`config.mk`:
```
export PLATFORM = sky130hd
export DESIGN_NAME = acc_core
export DESIGN_NICKNAME = d
export VERILOG_FILES = /design/src/rtl/acc_core_pkg.sv /design/src/rtl/acc_core_decode.sv /design/src/rtl/acc_core_alu.sv /design/src/rtl/acc_core_agu.sv /design/src/rtl/acc_core.sv
export SDC_FILE = /design/constraint.sdc
export NUM_CORES = 1
export LEC_CHECK = 0
export CELL_PAD_IN_SITES_DETAIL_PLACEMENT = 1
export CELL_PAD_IN_SITES_GLOBAL_PLACEMENT = 1
export CORE_MARGIN = 2
export CORE_UTILIZATION = 50
export CTS_CLUSTER_SIZE = 12
export DETAILED_ROUTE_END_ITERATION = 10
export DONT_BUFFER_PORTS = 1
export PLACE_DENSITY_LB_ADDON = 0.2
export SYNTH_ARGS = -nofsm -noshare
export SYNTH_HDL_FRONTEND = slang
export SYNTH_SLANG_ARGS = --single-unit
```
`constraint.sdc`:
```
create_clock -name clk_i -period 4 [get_ports clk_i]
set_input_delay 1.2 -clock clk_i [delete_from_list [all_inputs] [get_ports clk_i]]
set_output_delay 1.2 -clock clk_i [all_outputs]
set_load 0.01 [all_outputs]
```
`src/rtl/acc_core_pkg.sv`:
```
package acc_core_pkg;
  localparam int DATA_W = 24;
  localparam int ADDR_W = 20;
  localparam int OPC_W  = 4;
  localparam int XOP_W  = 8;
  localparam int SIMM_W = 16;

  typedef enum logic [2:0] {
    S_FETCH, S_LATCH, S_EXEC, S_PTR, S_OPND, S_HALT
  } state_e;

  typedef enum logic [4:0] {
    K_NOP, K_LDI, K_RD, K_WR, K_JMP, K_JMPN, K_CALL, K_IRD, K_IWR,
    K_SRD, K_SWR, K_HALT, K_NOT, K_ROR, K_RET, K_GRA, K_PRA, K_GSP,
    K_PSP, K_GFP, K_PFP, K_ADDI
  } kind_e;

  typedef enum logic [2:0] {
    A_PASS, A_ADD, A_AND, A_OR, A_XOR, A_EQ
  } alu_e;

  typedef struct packed {
    kind_e kind;
    alu_e  alu;
  } dec_t;
endpackage

```
`src/rtl/acc_core_decode.sv`:
```
module acc_core_decode
  import acc_core_pkg::*;
(
  input  logic [XOP_W-1:0] op_i,
  output dec_t             dec_o
);
  logic [OPC_W-1:0] major;
  assign major = op_i[XOP_W-1 -: OPC_W];

  always_comb begin
    dec_o.kind = K_NOP;
    dec_o.alu  = A_PASS;
    case (major)
      4'h0: dec_o.kind = K_LDI;
      4'h1: dec_o.kind = K_RD;
      4'h2: dec_o.kind = K_WR;
      4'h3: begin dec_o.kind = K_RD; dec_o.alu = A_ADD; end
      4'h4: begin dec_o.kind = K_RD; dec_o.alu = A_AND; end
      4'h5: begin dec_o.kind = K_RD; dec_o.alu = A_OR;  end
      4'h6: begin dec_o.kind = K_RD; dec_o.alu = A_XOR; end
      4'h7: begin dec_o.kind = K_RD; dec_o.alu = A_EQ;  end
      4'h8: dec_o.kind = K_JMP;
      4'h9: dec_o.kind = K_JMPN;
      4'hA: dec_o.kind = K_IRD;
      4'hB: dec_o.kind = K_IWR;
      4'hC: dec_o.kind = K_CALL;
      4'hD: dec_o.kind = K_SRD;
      4'hE: dec_o.kind = K_SWR;
      default: begin
        case (op_i)
          8'hF0: dec_o.kind = K_HALT;
          8'hF1: dec_o.kind = K_NOT;
          8'hF2: dec_o.kind = K_ROR;
          8'hF3: dec_o.kind = K_RET;
          8'hF4: dec_o.kind = K_GRA;
          8'hF5: dec_o.kind = K_PRA;
          8'hF6: dec_o.kind = K_GSP;
          8'hF7: dec_o.kind = K_PSP;
          8'hF8: dec_o.kind = K_GFP;
          8'hF9: dec_o.kind = K_PFP;
          8'hFA: dec_o.kind = K_ADDI;
          default: dec_o.kind = K_NOP;
        endcase
      end
    endcase
  end
endmodule

```
`src/rtl/acc_core_alu.sv`:
```
module acc_core_alu
  import acc_core_pkg::*;
(
  input  alu_e              op_i,
  input  logic [DATA_W-1:0] acc_i,
  input  logic [DATA_W-1:0] opnd_i,
  output logic [DATA_W-1:0] res_o
);
  always_comb begin
    case (op_i)
      A_ADD:   res_o = acc_i + opnd_i;
      A_AND:   res_o = acc_i & opnd_i;
      A_OR:    res_o = acc_i | opnd_i;
      A_XOR:   res_o = acc_i ^ opnd_i;
      A_EQ:    res_o = (acc_i == opnd_i) ? '1 : '0;
      default: res_o = opnd_i;
    endcase
  end
endmodule

```
`src/rtl/acc_core_agu.sv`:
```
module acc_core_agu
  import acc_core_pkg::*;
(
  input  state_e            state_i,
  input  kind_e             kind_i,
  input  logic [ADDR_W-1:0] pc_i,
  input  logic [ADDR_W-1:0] imm_i,
  input  logic [ADDR_W-1:0] sp_i,
  input  logic [ADDR_W-1:0] ptr_i,
  output logic [ADDR_W-1:0] addr_o,
  output logic              we_o
);
  always_comb begin
    addr_o = pc_i;
    we_o   = 1'b0;
    case (state_i)
      S_EXEC: begin
        case (kind_i)
          K_RD, K_IRD, K_IWR: addr_o = imm_i;
          K_WR:  begin addr_o = imm_i; we_o = 1'b1; end
          K_SRD: addr_o = sp_i + imm_i;
          K_SWR: begin addr_o = sp_i + imm_i; we_o = 1'b1; end
          default: ;
        endcase
      end
      S_PTR: begin
        addr_o = ptr_i;
        we_o   = (kind_i == K_IWR);
      end
      default: ;
    endcase
  end
endmodule

```
`src/rtl/acc_core.sv`:
```
module acc_core
  import acc_core_pkg::*;
(
  input  logic              clk_i,
  input  logic              rst_ni,
  output logic [ADDR_W-1:0] mem_addr_o,
  output logic              mem_we_o,
  output logic [DATA_W-1:0] mem_wdata_o,
  input  logic [DATA_W-1:0] mem_rdata_i,
  output logic              halted_o
);
  localparam int SEXT_W = DATA_W - SIMM_W;

  state_e            state_q;
  logic [DATA_W-1:0] ir_q, acc_q, ra_q, sp_q, fp_q;
  logic [ADDR_W-1:0] pc_q, imm;
  logic [DATA_W-1:0] simm, alu_res;
  dec_t              dec;
  kind_e             kind;

  assign imm  = ir_q[ADDR_W-1:0];
  assign simm = {{SEXT_W{ir_q[SIMM_W-1]}}, ir_q[SIMM_W-1:0]};
  assign kind = dec.kind;

  acc_core_decode u_dec (
    .op_i  (ir_q[DATA_W-1 -: XOP_W]),
    .dec_o (dec)
  );

  acc_core_alu u_alu (
    .op_i   (dec.alu),
    .acc_i  (acc_q),
    .opnd_i (mem_rdata_i),
    .res_o  (alu_res)
  );

  acc_core_agu u_agu (
    .state_i (state_q),
    .kind_i  (kind),
    .pc_i    (pc_q),
    .imm_i   (imm),
    .sp_i    (sp_q[ADDR_W-1:0]),
    .ptr_i   (mem_rdata_i[ADDR_W-1:0]),
    .addr_o  (mem_addr_o),
    .we_o    (mem_we_o)
  );

  assign mem_wdata_o = acc_q;
  assign halted_o    = (state_q == S_HALT);

  always_ff @(posedge clk_i or negedge rst_ni) begin
    if (!rst_ni) begin
      state_q <= S_FETCH;
      ir_q    <= '0;
      pc_q    <= '0;
      acc_q   <= '0;
      ra_q    <= '0;
      sp_q    <= '0;
      fp_q    <= '0;
    end else begin
      case (state_q)
        S_FETCH: begin
          pc_q    <= pc_q + 1'b1;
          state_q <= S_LATCH;
        end
        S_LATCH: begin
          ir_q    <= mem_rdata_i;
          state_q <= S_EXEC;
        end
        S_EXEC: begin
          state_q <= S_FETCH;
          case (kind)
            K_LDI:  acc_q <= DATA_W'(imm);
            K_RD, K_SRD:  state_q <= S_OPND;
            K_IRD, K_IWR: state_q <= S_PTR;
            K_JMP:  pc_q <= imm;
            K_JMPN: if (acc_q[DATA_W-1]) pc_q <= imm;
            K_CALL: begin ra_q <= DATA_W'(pc_q); pc_q <= imm; end
            K_RET:  pc_q <= ra_q[ADDR_W-1:0];
            K_HALT: state_q <= S_HALT;
            K_NOT:  acc_q <= ~acc_q;
            K_ROR:  acc_q <= {acc_q[0], acc_q[DATA_W-1:1]};
            K_GRA:  acc_q <= ra_q;
            K_PRA:  ra_q  <= acc_q;
            K_GSP:  acc_q <= sp_q;
            K_PSP:  sp_q  <= acc_q;
            K_GFP:  acc_q <= fp_q;
            K_PFP:  fp_q  <= acc_q;
            K_ADDI: acc_q <= acc_q + simm;
            default: ;
          endcase
        end
        S_PTR:  state_q <= (kind == K_IRD) ? S_OPND : S_FETCH;
        S_OPND: begin
          acc_q   <= alu_res;
          state_q <= S_FETCH;
        end
        default: state_q <= S_HALT;
      endcase
    end
  end
endmodule

```
# Yosys cells after proc, flatten, opt, wreduce, memory -nomap -nowiden
# Index checks and enable logic that the tools add are counted.
dict set report totals {
  ff_bits 143
  latchBits 0
  ram_bits 0
  rom_bits 0
  elab_cells 110
  n_memories 0
}
dict set report op_classes {
  addsub 4
  n_mul 0
  div_mod_pow 0
  magnitude_cmp 0
  eq_ne 60
  shifts 0
  muxes 18
  bitwise_logic 4
  reduce_logical 17
}
# operator count
set op_table {}
lappend op_table {{$pmux 24 s7} 1}
lappend op_table {{$pmux 20 s2} 3}
lappend op_table {{$pmux 24 s5} 1}
lappend op_table {{$pmux 24 s2} 2}
lappend op_table {{$eq 8x8->1 const B} 11}
lappend op_table {{$pmux 20 s3} 1}
lappend op_table {{$pmux 5 s11} 1}
lappend op_table {{$pmux 5 s10} 1}
lappend op_table {{$add 24x24->24} 2}
lappend op_table {{$eq 5x4->1 const B} 8}
lappend op_table {{$eq 5x5->1 const B} 6}
lappend op_table {{$pmux 3 s5} 2}
lappend op_table {{$eq 4x4->1 const B} 7}
lappend op_table {{$and 24x24->24} 1}
lappend op_table {{$eq 24x24->1} 1}
lappend op_table {{$mux 24} 1}
lappend op_table {{$not 24->24} 1}
lappend op_table {{$or 24x24->24} 1}
lappend op_table {{$xor 24x24->24} 1}
lappend op_table {{$add 20x1->20 const B} 1}
lappend op_table {{$add 20x20->20} 1}
lappend op_table {{$eq 5x3->1 const B} 4}
lappend op_table {{$mux 20} 1}
lappend op_table {{$eq 4x3->1 const B} 4}
lappend op_table {{22 further kinds} 40}

# Longest topological paths before layout
# Gate-level depths: netlist (run 1).
dict set report depth {
  depth_word 7
  depth_mapped 13
  ltp_nobuf 11
}

# Hierarchy
# From an unflattened synthesis (run 1), not the netlist that was laid out.
dict set report unflattened {
  hier_cells 1710
  area_unflattened_um2 13912.1
}
# mod n_inst cells_per_inst area_each_um2 seq_area_each_um2
set by_module_without_submodules {}
lappend by_module_without_submodules {acc_core 1 924 8734.6 3578.4}
lappend by_module_without_submodules {acc_core_alu 1 464 3007.9 0.0}
lappend by_module_without_submodules {acc_core_agu 1 290 1944.4 0.0}
lappend by_module_without_submodules {acc_core_decode 1 32 225.2 0.0}

# Worst setup path before layout (run 1)
# OpenSTA, ideal clock, no wires.
dict set report synth_path {
  path_type {register -> output}
  start {register ir_q[0]}
  end {output port mem_addr_o[16]}
  arrival_ns 2.625
  required_ns 2.800
  setup_slack_ns 0.175
  path_stages_with_launch 12
  cell_sequence {dfrtp_1 > ha_1 > fa_1 > a21o_1 > a21o_1 > nand2_1 > a21oi_1 > a2111oi_0 > nor2_1 > o32ai_1 > a21oi_1 > o21ai_0}
}
dict set report synth_between {
  elab_chain_cells 3
}
# element line
set synth_rtl {}
lappend synth_rtl {{start: declaration} acc_core.sv:15} ;# logic [DATA_W-1:0] ir_q, acc_q, ra_q, sp_q, fp_q;
lappend synth_rtl {{start signal: assignment} acc_core.sv:67} ;# ir_q <= mem_rdata_i;
lappend synth_rtl {{$add 20x20->20} {acc_core_agu.sv:21, acc_core_agu.sv:22}}
lappend synth_rtl {{$pmux 20 s2} acc_core_agu.sv:18} ;# case (kind_i)
lappend synth_rtl {{$pmux 20 s2} acc_core_agu.sv:16} ;# case (state_i)
lappend synth_rtl {{end: declaration} acc_core.sv:6} ;# output logic [ADDR_W-1:0] mem_addr_o,
# Every way passes these cells.

# Final worst setup path (run 1)
dict set report layout_path {
  start {register sp_q[0]}
  end {output port mem_addr_o[16]}
}
dict set report layout_between {
  elab_chain_cells 3
}
# element line
set layout_rtl {}
lappend layout_rtl {{start: declaration} acc_core.sv:15}
lappend layout_rtl {{start signal: assignment} acc_core.sv:86} ;# K_PSP: sp_q <= acc_q;
lappend layout_rtl {{$add 20x20->20} {acc_core_agu.sv:21, acc_core_agu.sv:22}}
lappend layout_rtl {{$pmux 20 s2} acc_core_agu.sv:18}
lappend layout_rtl {{$pmux 20 s2} acc_core_agu.sv:16}
# Every way passes these cells.

==> reports/metrics.cfg, run 1 <==
[status]
violations=setup timing
status=complete, but fails checks

[timing]
setup_viol=20
finalCritPeriodShare_pct=111
timing.fmax_mhz=225
fin_ws_ns=-0.435
tightest_slew_ns=1.19
skew_ns=0.0140
layout_min_cycle_time_ns=4.43
hold_viol=0
finalMaxSlewViolations=0
rsz0062_at_grt=true
slew_headroom_pct=20.2

[worst_setup_path]
r2r_slack_ns=0.32
rr_startpoint=ir_q[0]
reg2regPathDepth=13
critPathMaxFanout=3
r2r-end=mem_wdata_o[16]
crit_path_end_kind=primary output
path_cells=ha_2 > fa_2 > a21o_1 > a21o_1 > nand2_2 > a21oi_4 > buf_6 > a21o_1 > buf_6 > o221ai_4 > o32ai_2 > a21oi_1 > o21ai_1 > buf_4
cp_common_cell=a21o_1
required_ns=2.80
worstSetupPathType=reg2out
max_stage_delay_ns=0.40
cp_slowest_cell=dfrtp_1
crit_arrival_ns=3.23
startpoint_type=register

[power]
p_int_uw=7450
p_sw_uw=8470
clkPwrFrac_pct=10.8
p_sw_share_pct=53.2
power_uw=15900
p_leak_uw=0.00664
power_density_nw_per_um2=1050
irDropWorstVdd_uv=905
p_seq_share_pct=18.7
power_frac_comb_pct=70.5

[clock_tree]
cts_max_level=4
cts_sinks=143
numCtsBuffers=17
cts_tree=built
cts_buffer_depth=2
clk_latency_ns=0.45
clock_tree.root_cell=clkbuf_16
postCtsHoldBufs=0
clk_pin_slew_ns=0.07

[synth]
synthTopCellsByArea=dfrtp_1, ha_1, o21ai_0, a21oi_1, nand2_1
seq_area_frac_synth_pct=27.7
ys_warn_count=0
ys_ff_latch=143
avgSynthCellArea_um2=8.03
postSynthCellCount=1609
synthFlopType=dfrtp_1
synth.distinct_cells=90
synth.top_cell.area_share_pct=27.7
synth_fp_nets=1729
mappedNetlistArea_um2=12900
synth_edf_count=0
synth.largest_area_cell=dfrtp_1
ys_async_sr_fraction_pct=100

[final_layout]
multi_input_area_um2=8990
fin_area_um2=15200
fin_nets=1796
areaGrowthSynthToFinish_pct=17.4
drive_gt1_share_pct=19.9
final_cell_mix=nand2_1, a21oi_1, o21ai_0, buf_4, dfrtp_1
layout_commonest_cell=nand2_1
nFillCells=3009
area.sequential_um2=3580

[routing]
highest_layer=met4
avgRoutedWirePerCell_um=29.4
drc=0
drt_iter0_drc=1402
viasPerCell=7.18
vias=14500
drt_wl_total_um=59400
routed-wl-met3_um=4410
dr_wl_met2_um=27700
ant_nets=0
drtPass1Iterations=9
drt-met1-wl_um=22100

[place]
placed_cell_area_um2=13800
portBuffers=0
place_congestion=0.968
post-dp-hpwl_um=40700

[floorplan]
ioPinCount=72
die_x_um=165
die-area_um2=27100
coreArea_um2=25300
start_util_pct=51.1
die_h_um=165
num_rows=58

[global_routing]
grt_max_degree=144
grt_overflow=0
grt_use_total_pct=43.2
grt_pass1_wl_um=88200
grt_pass1_vias=14800
antenna_found_initial=0

[min_path]
hold_class=in2async

[run]
drv_cap=0

## worst max path at each step
| stage | startpoint | end | slack, ns | cells after the start |
|---|---|---|---|---|
| finish | sp_q[0] | mem_addr_o[16] | -0.43 | 14 |
| global route | ir_q[0] | mem_addr_o[12] | -0.49 | 13 |
| global placement | ir_q[0] | mem_addr_o[18] | -0.01 | 13 |
| floorplan | ir_q[0] | mem_addr_o[16] | 0.17 | 11 |
| CTS | ir_q[0] | mem_addr_o[12] | -0.32 | 13 |
| detailed placement | ir_q[0] | mem_addr_o[18] | -0.12 | 13 |
## timing repair
action,4_1_cts,5_1_grt
gates cloned,5,0
endpoints found under the setup margin,20,20
gates resized for setup,73,32
buffers inserted,24,10
pin swaps,28,27
## layer usage
layer / GRT usage [%] / vias to the layer above
li1: - / 6145
met2: 71.1 / 832
met1: 50.4 / 7218
met4: 32.5 / 0
met3: 7.31 / 301
met5: 0 / -
## cell families (layout without fill, tap and decap cells)
group           Yosys count  count (layout)  share of synthesized area (%)
other cells               0               1                              0
mux                      56              56                           4.82
flops                   143             143                           27.7
xor+xnor                 46              46                           3.12
simple gates            456             457                           16.4
buf+inv                 178             257                           5.96
compound gates          635             635                           32.6
fa+ha+maj                95              95                           9.37
## stage by stage
| stage | instances | hold slack [ns] | util, % | setup TNS [ns] | worst slack, ns |
|---|---|---|---|---|---|
| global route | 2019 | 0.436 | 60.1 | -6.99 | -0.492 |
| floorplan | 1609 | 0.449 | - | 0 | 0.175 |
| global placement | 1951 | 0.460 | 54.7 | -0.0144 | -0.0144 |
| CTS | 2012 | 0.440 | 59.4 | -2.80 | -0.319 |
| detailed placement | 1951 | 0.476 | 54.7 | -0.147 | -0.121 |
| finish | 2020 | 0.442 | 60.1 | -5.61 | -0.435 |
## power by group through the flow
stage,clock network [uW],logic [uW],registers [uW]
floorplan,0,6320,2600
global placement,0,9030,2860
detailed placement,0,9280,2890
CTS,1710,10600,2870
global route,1760,11900,3000
finish,1720,11200,2970
## area by class of cell
type                    instances  area share, %
diodes                          1         0.0165
clock buffers                  17           2.80
clock inverters                15           1.16
inverters                      65           1.61
multi-input cells            1289           59.3
flip-flops and latches        143           23.6
well taps                     330           2.72
repair buffers                160           8.80
## cells in the mapped netlist, drive strengths merged (14+ instances only)
cell / count
ha: 91
nand4: 14
nand3: 34
mux2: 47
inv: 64
buf: 44
a31oi: 15
xor2: 22
clkbuf: 69
a221oi: 53
nor3: 23
a22oi: 25
dfrtp: 143
xnor2: 24
o22ai: 16
nor2: 112
nand2: 191
o211ai: 29
a21o: 35
o21ai: 167
a21oi: 162
## sequential cells by signal (all words and copies together), names as in the netlist
name	cells
fp_q	24
state_q	3
pc_q	20
sp_q	24
ir_q	24
ra_q	24
mem_wdata_o	24
## worst max-delay path, delay by kind of cell, from the launching register on
kind            cells  cell delay [ns]
flops               1             0.40
simple gates        1             0.12
buf+inv             3             0.44
compound gates      8             1.28
fa+ha+maj           2             0.54
Power figures use the tool's default switching activity.
==> inputs of run 2 (changes only) <==
--- a/config.mk
+++ b/config.mk
@@ -5,10 +5,11 @@
 export SDC_FILE = /design/constraint.sdc
 export NUM_CORES = 1
 export LEC_CHECK = 0
+export ABC_AREA = 1
 export CELL_PAD_IN_SITES_DETAIL_PLACEMENT = 1
 export CELL_PAD_IN_SITES_GLOBAL_PLACEMENT = 1
 export CORE_MARGIN = 2
-export CORE_UTILIZATION = 50
+export CORE_UTILIZATION = 46
 export CTS_CLUSTER_SIZE = 12
 export DETAILED_ROUTE_END_ITERATION = 10
 export DONT_BUFFER_PORTS = 1
==> run 2 against run 1 <==
Non-clock buffer count is 82 lower. Flip-flop and latch count unchanged. Combinational power decreased by 18%. Critical endpoint is now mem_addr_o[0]. The run still ends with setup timing left. Global-route usage increased by 1.1 points. Sequential power is 13% lower. Worst hold slack worse by 0.0096 ns.
==> reports/metrics.cfg, run 2 <==
[status]
status=complete, but fails checks
violations=setup timing

[synth]
synth_compound_area_share_pct=17.2
synth.largest_area_cell=dfrtp_1
postSynthCellCount=2408
synth_fa_ha_area_share_pct=8.23
mappedNetlistArea_um2=14600
synth_xor_area_share_pct=0.841
synth_fp_nets=2528
ys_async_sr_fraction_pct=100
ys_warn_count=0
seq_area_frac_synth_pct=24.6
synthTopCellsByArea=dfrtp_1, nand2_1, inv_1, ha_1, o21ai_0
yosys.area_share.simple_pct=38.0
avgSynthCellArea_um2=6.05
synth_edf_count=0
synthFlopType=dfrtp_1
synth.top_cell.area_share_pct=24.6
synth.area.mux_share_pct=0
synthTopCellsByCount=nand2_1, inv_1, nor2_1
synth_top_family_by_area=simple AND/OR/NAND/NOR gates
synth.distinct_cells=55
ys_ff_latch=143
yosysMostFrequentCell=nand2_1

[timing]
layout_min_cycle_time_ns=4.02
finalMaxSlewViolations=0
setup_viol=2
rsz0062_at_grt=true
skew_ns=0.0156
finalCritPeriodShare_pct=100
timing.fmax_mhz=249
fin_ws_ns=-0.0168
slew_headroom_pct=29.4
hold_viol=0
whs_ns=0.432
tightest_slew_ns=1.06

[clock_tree]
clk_latency_ns=0.47
cts_tree=built
clk_pin_slew_ns=0.08
cts_buffer_depth=2
postCtsHoldBufs=0
numCtsBuffers=17
cts_sinks=143
cts_max_level=4
clock_tree.root_cell=clkbuf_16

[floorplan]
num_rows=65
coreArea_um2=31400
ioPinCount=72
die-area_um2=33100
die_x_um=182
die_h_um=182
start_util_pct=46.4

[global_routing]
grt_pass1_vias=17400
grt_pass1_wl_um=110000
grt_max_degree=144
grt_overflow=0
antenna_found_initial=5
grt_use_total_pct=44.3

[worst_setup_path]
rr_startpoint=ir_q[18]
crit_arrival_ns=2.82
startpoint_type=register
crit_path_end_kind=primary output
critPathMaxFanout=16
r2r-end=mem_wdata_o[7]
worstSetupPathType=reg2out
cp-startpoint=state_q[2]
reg2regPathDepth=14
required_ns=2.80
r2r_slack_ns=0.36

[power]
p_sw_uw=7970
power_density_nw_per_um2=842
p_leak_uw=0.00847
irDropWorstVdd_uv=473
p_int_uw=5610
p_seq_share_pct=19.0
power_frac_comb_pct=68.0
clkPwrFrac_pct=13.0
p_sw_share_pct=58.7

[min_path]
hold_class=in2async

[routing]
avgRoutedWirePerCell_um=26.1
ant_nets=0
vias=17600
drt_wl_total_um=73900
drt_iter0_drc=1896
drtPass1Iterations=6
viasPerCell=6.23
drc=0

[place]
place_congestion=0.993
portBuffers=0
place_ws_ns=0.383
post-dp-hpwl_um=57000

[final_layout]
layout_commonest_cell=nand2_1
areaGrowthSynthToFinish_pct=10.6
drive_gt1_share_pct=9.17
fin_nets=2538
final_cell_mix=nand2_1, inv_1, nor2_1, o21ai_0, nand3_1
final_core_util_pct=51.3
num_antenna_cells=0

[run]
drv_cap=0

run 2: cell count changes after synthesis, moves of 17 or more:
cell	previous run	this run
a21o_1	32	3
a21oi_1	157	119
a221oi_1	52	2
a22oi_1	25	1
clkbuf_1	66	45
inv_1	64	306
mux2_2	46	0
nand2_1	191	838
nand3_1	34	167
nand4_1	13	40
nor2_1	111	187
o21ai_0	158	175
or2_2	2	20
xnor2_1	24	1
run 2: metal layers:
metal	GRT usage, %	vias to the layer above	share of wire [%]
met3	11.9	247	11
met5	0	-	0.018
met2	66.3	920	42
met4	24.9	2	6.3
li1	-	7832	-
met1	57.9	8636	41
run 2: cell type report:
| type | instances | area [um^2] |
|---|---|---|
| Clock buffer | 17 | 425 |
| Sequential cell | 143 | 3590 |
| Multi-Input combinational cell | 1861 | 9570 |
| Timing Repair inverter | 1 | 7.51 |
| Inverter | 316 | 1190 |
| Clock inverter | 15 | 186 |
| Tap cell | 402 | 503 |
| Fill cell | 4344 | 15300 |
| Timing Repair Buffer | 78 | 636 |
run 2: worst max-delay path by stage:
stage,endpoint,cells past startpoint
2_1_floorplan,mem_addr_o[4],11
3_3_place_gp,mem_wdata_o[19],15
3_5_place_dp,mem_addr_o[16],15
4_1_cts,mem_addr_o[9],10
5_1_grt,mem_addr_o[14],11
6_report,mem_addr_o[0],5
run 2: kinds of logic (layout without fill, tap and decap cells):
family / after synthesis / count (layout)
AOI/OAI and AO/OA: 432 / 432
xor gates and xnor gates: 14 / 14
and+or+nand+nor: 1321 / 1321
adders and majority gates: 94 / 94
DFF: 143 / 143
buffers and inverters: 404 / 427
run 2: worst max-delay path: stages, from the launching register on:
cell	delay [ns]
dfrtp_1	0.43
nor2_4	0.44
inv_2	0.25
nor2_1	0.20
inv_1	0.33
o221ai_1	0.68
run 2: repair_timing:
action | 4_1_cts | 5_1_grt
cloned | 0 | 1
pin swaps | 0 | 9
setup buffers | 0 | 7
resized for setup | 7 | 52
endpoints found under the setup margin | 7 | 18
run 2: power by group through the flow:
stage | clock network (uW) | logic [uW] | registers (uW)
CTS | 1760 | 8730 | 2540
global placement | 0 | 8410 | 2520
floorplan | 0 | 5590 | 2410
detailed placement | 0 | 8610 | 2560
global route | 1820 | 9940 | 2620
finish | 1770 | 9230 | 2580
run 2: stage by stage:
stage	setup TNS [ns]	cells	instance area (um^2)	power [uW]
finish	-0.0243	2833	16100	13600
global route	-0.385	2833	16100	14400
CTS	0	2825	15800	13000
detailed placement	0	2793	15200	11200
global placement	0	2793	15200	10900
floorplan	0	2408	14600	8000
==> inputs of run 3 (changes only) <==
--- a/config.mk
+++ b/config.mk
@@ -13,7 +13,7 @@
 export CTS_CLUSTER_SIZE = 12
 export DETAILED_ROUTE_END_ITERATION = 10
 export DONT_BUFFER_PORTS = 1
-export PLACE_DENSITY_LB_ADDON = 0.2
+export PLACE_DENSITY = 0.94
 export SYNTH_ARGS = -nofsm -noshare
 export SYNTH_HDL_FRONTEND = slang
 export SYNTH_SLANG_ARGS = --single-unit
==> run 3 against run 2 <==
The run now ends clean. Worst setup slack better by 0.073 ns. Wire length is 0.43% higher. Worst hold slack better by 0.024 ns. Register-to-register slack better by 0.29 ns. Power is 1.1% higher. Final cell count is 0.25% lower. Critical endpoint is now mem_addr_o[3]. Highest routed layer unchanged.
==> reports/metrics.cfg, run 3 (same netlist as run 2, synthesis figures left out) <==
[global_routing]
grt_pass1_vias=18500
antenna_found_initial=5
grt_use_total_pct=44.4
grt_overflow=0
grt_max_degree=144
grt_pass1_wl_um=111000

[routing]
avgRoutedWirePerCell_um=26.3
drt_wl_total_um=74300
ant_nets=0
drtPass1Iterations=6
drc=0
drt_iter0_drc=2320
vias=18200
viasPerCell=6.43

[worst_setup_path]
crit_arrival_ns=2.74
critPathMaxFanout=7
crit_path_end_kind=primary output
startpoint_type=register
required_ns=2.80
worstSetupPathType=reg2out

[floorplan]
die-area_um2=33100
coreArea_um2=31400
num_rows=65
ioPinCount=72
die_h_um=182
die_x_um=182
start_util_pct=46.4

[timing]
slew_headroom_pct=20.9
finalSetupTns_ns=0
hold_viol=0
fin_ws_ns=0.0562
whs_ns=0.456
finalMaxSlewViolations=0
timing.fmax_mhz=254
finalCritPeriodShare_pct=98.6
layout_min_cycle_time_ns=3.94
setup_viol=0
tightest_slew_ns=1.19
skew_ns=0.0227

[clock_tree]
postCtsHoldBufs=0
cts_max_level=4
cts_sinks=143
cts_buffer_depth=2
clk_latency_ns=0.47
clock_tree.root_cell=clkbuf_16
numCtsBuffers=17
cts_tree=built
clk_pin_slew_ns=0.08

[power]
power_frac_comb_pct=67.0
p_sw_share_pct=58.6
power_uw=13700
p_int_uw=5680
power_density_nw_per_um2=860
p_sw_uw=8050
irDropWorstVdd_uv=650
clkPwrFrac_pct=13.4
p_leak_uw=0.00842
p_seq_share_pct=19.6

[final_layout]
final_cell_mix=nand2_1, inv_1, nor2_1, o21ai_0, nand3_1
areaGrowthSynthToFinish_pct=9.48
fin_nets=2531
layout_commonest_cell=nand2_1
drive_gt1_share_pct=8.21
layout.cells.non_filler=2826
nFillCells=4401

[run]
drv_cap=0

[place]
portBuffers=0
post-dp-hpwl_um=56500
place_ws_ns=0.285
place_congestion=1.15
dp_cells=2783

[status]
status=complete, no violations

[min_path]
hold_class=in2async

-- run 3: cell count changes in the layout (fill, tap and decap cells not counted), moves of 5 or more --
cell / previous run / this run
buf_4: 74 / 66
ha_1: 79 / 87
ha_4: 6 / 1
inv_8: 5 / 0
-- run 3: per-stage QoR --
step                      cell area (um^2)  util [%]
after floorplan                      14600         -
after global placement               15100      48.2
after detailed placement             15100      48.2
after CTS                            15800      50.2
after global routing                 16000      50.8
final                                16000      50.8
-- run 3: area by class of cell --
class / count / area, um^2 / area share [%]
clock inverters: 13 / 186 / 1.17
flip-flops and latches: 143 / 3580 / 22.5
repair inverters: 1 / 7.51 / 0.0471
repair buffers: 71 / 572 / 3.58
clock buffers: 18 / 439 / 2.75
inverters: 316 / 1190 / 7.48
well taps: 402 / 503 / 3.15
diodes: 1 / 2.50 / 0.0157
multi-input cells: 1861 / 9470 / 59.3
-- run 3: worst paths after layout --
check | from | endpoint | slack [ns] | depth (start not counted)
min reg2reg | fp_q[11] | fp_q[11] | 0.50 | 2
min in group clk_i | fp_q[11] | fp_q[11] | 0.50 | 2
max in group asynchronous | rst_ni | ra_q[21] | 3.25 | 0
min | rst_ni | ra_q[0] | 0.46 | 0
max | sp_q[2] | mem_addr_o[3] | 0.06 | 8
max reg2reg | mem_wdata_o[1] | mem_wdata_o[10] | 0.65 | 13
-- run 3: layer usage --
| layer | track usage [%] | vias to the layer above | share of wire (%) |
|---|---|---|---|
| met4 | 28.9 | 6 | 7.9 |
| li1 | - | 7820 | - |
| met1 | 54.4 | 8783 | 38 |
| met3 | 12.6 | 366 | 12 |
| met5 | 0 | - | 0.055 |
| met2 | 68.3 | 1195 | 43 |
-- run 3: what timing repair did --
item	CTS	global route
pin swaps	0	4
cloned	0	1
gates resized for setup	5	31
setup endpoints to repair	4	16
buffers inserted	0	10
-- run 3: power by group through the flow --
stage / registers (uW) / clock network (uW) / logic [uW]
after CTS: 2620 / 1810 / 8590
final: 2690 / 1830 / 9200
after floorplan: 2410 / 0 / 5590
after global routing: 2690 / 1870 / 9890
after global placement: 2600 / 0 / 8140
after detailed placement: 2630 / 0 / 8460
-- run 3: worst max-delay path: stages (launching register included) --
cell and delay (ns):
dfrtp_1 0.44, ha_2 0.39, nand3_1 0.13, nand3_2 0.13
or2_2 0.30, nand3_1 0.10, o21ai_0 0.13, o21ai_0 0.33
o221ai_2 0.32
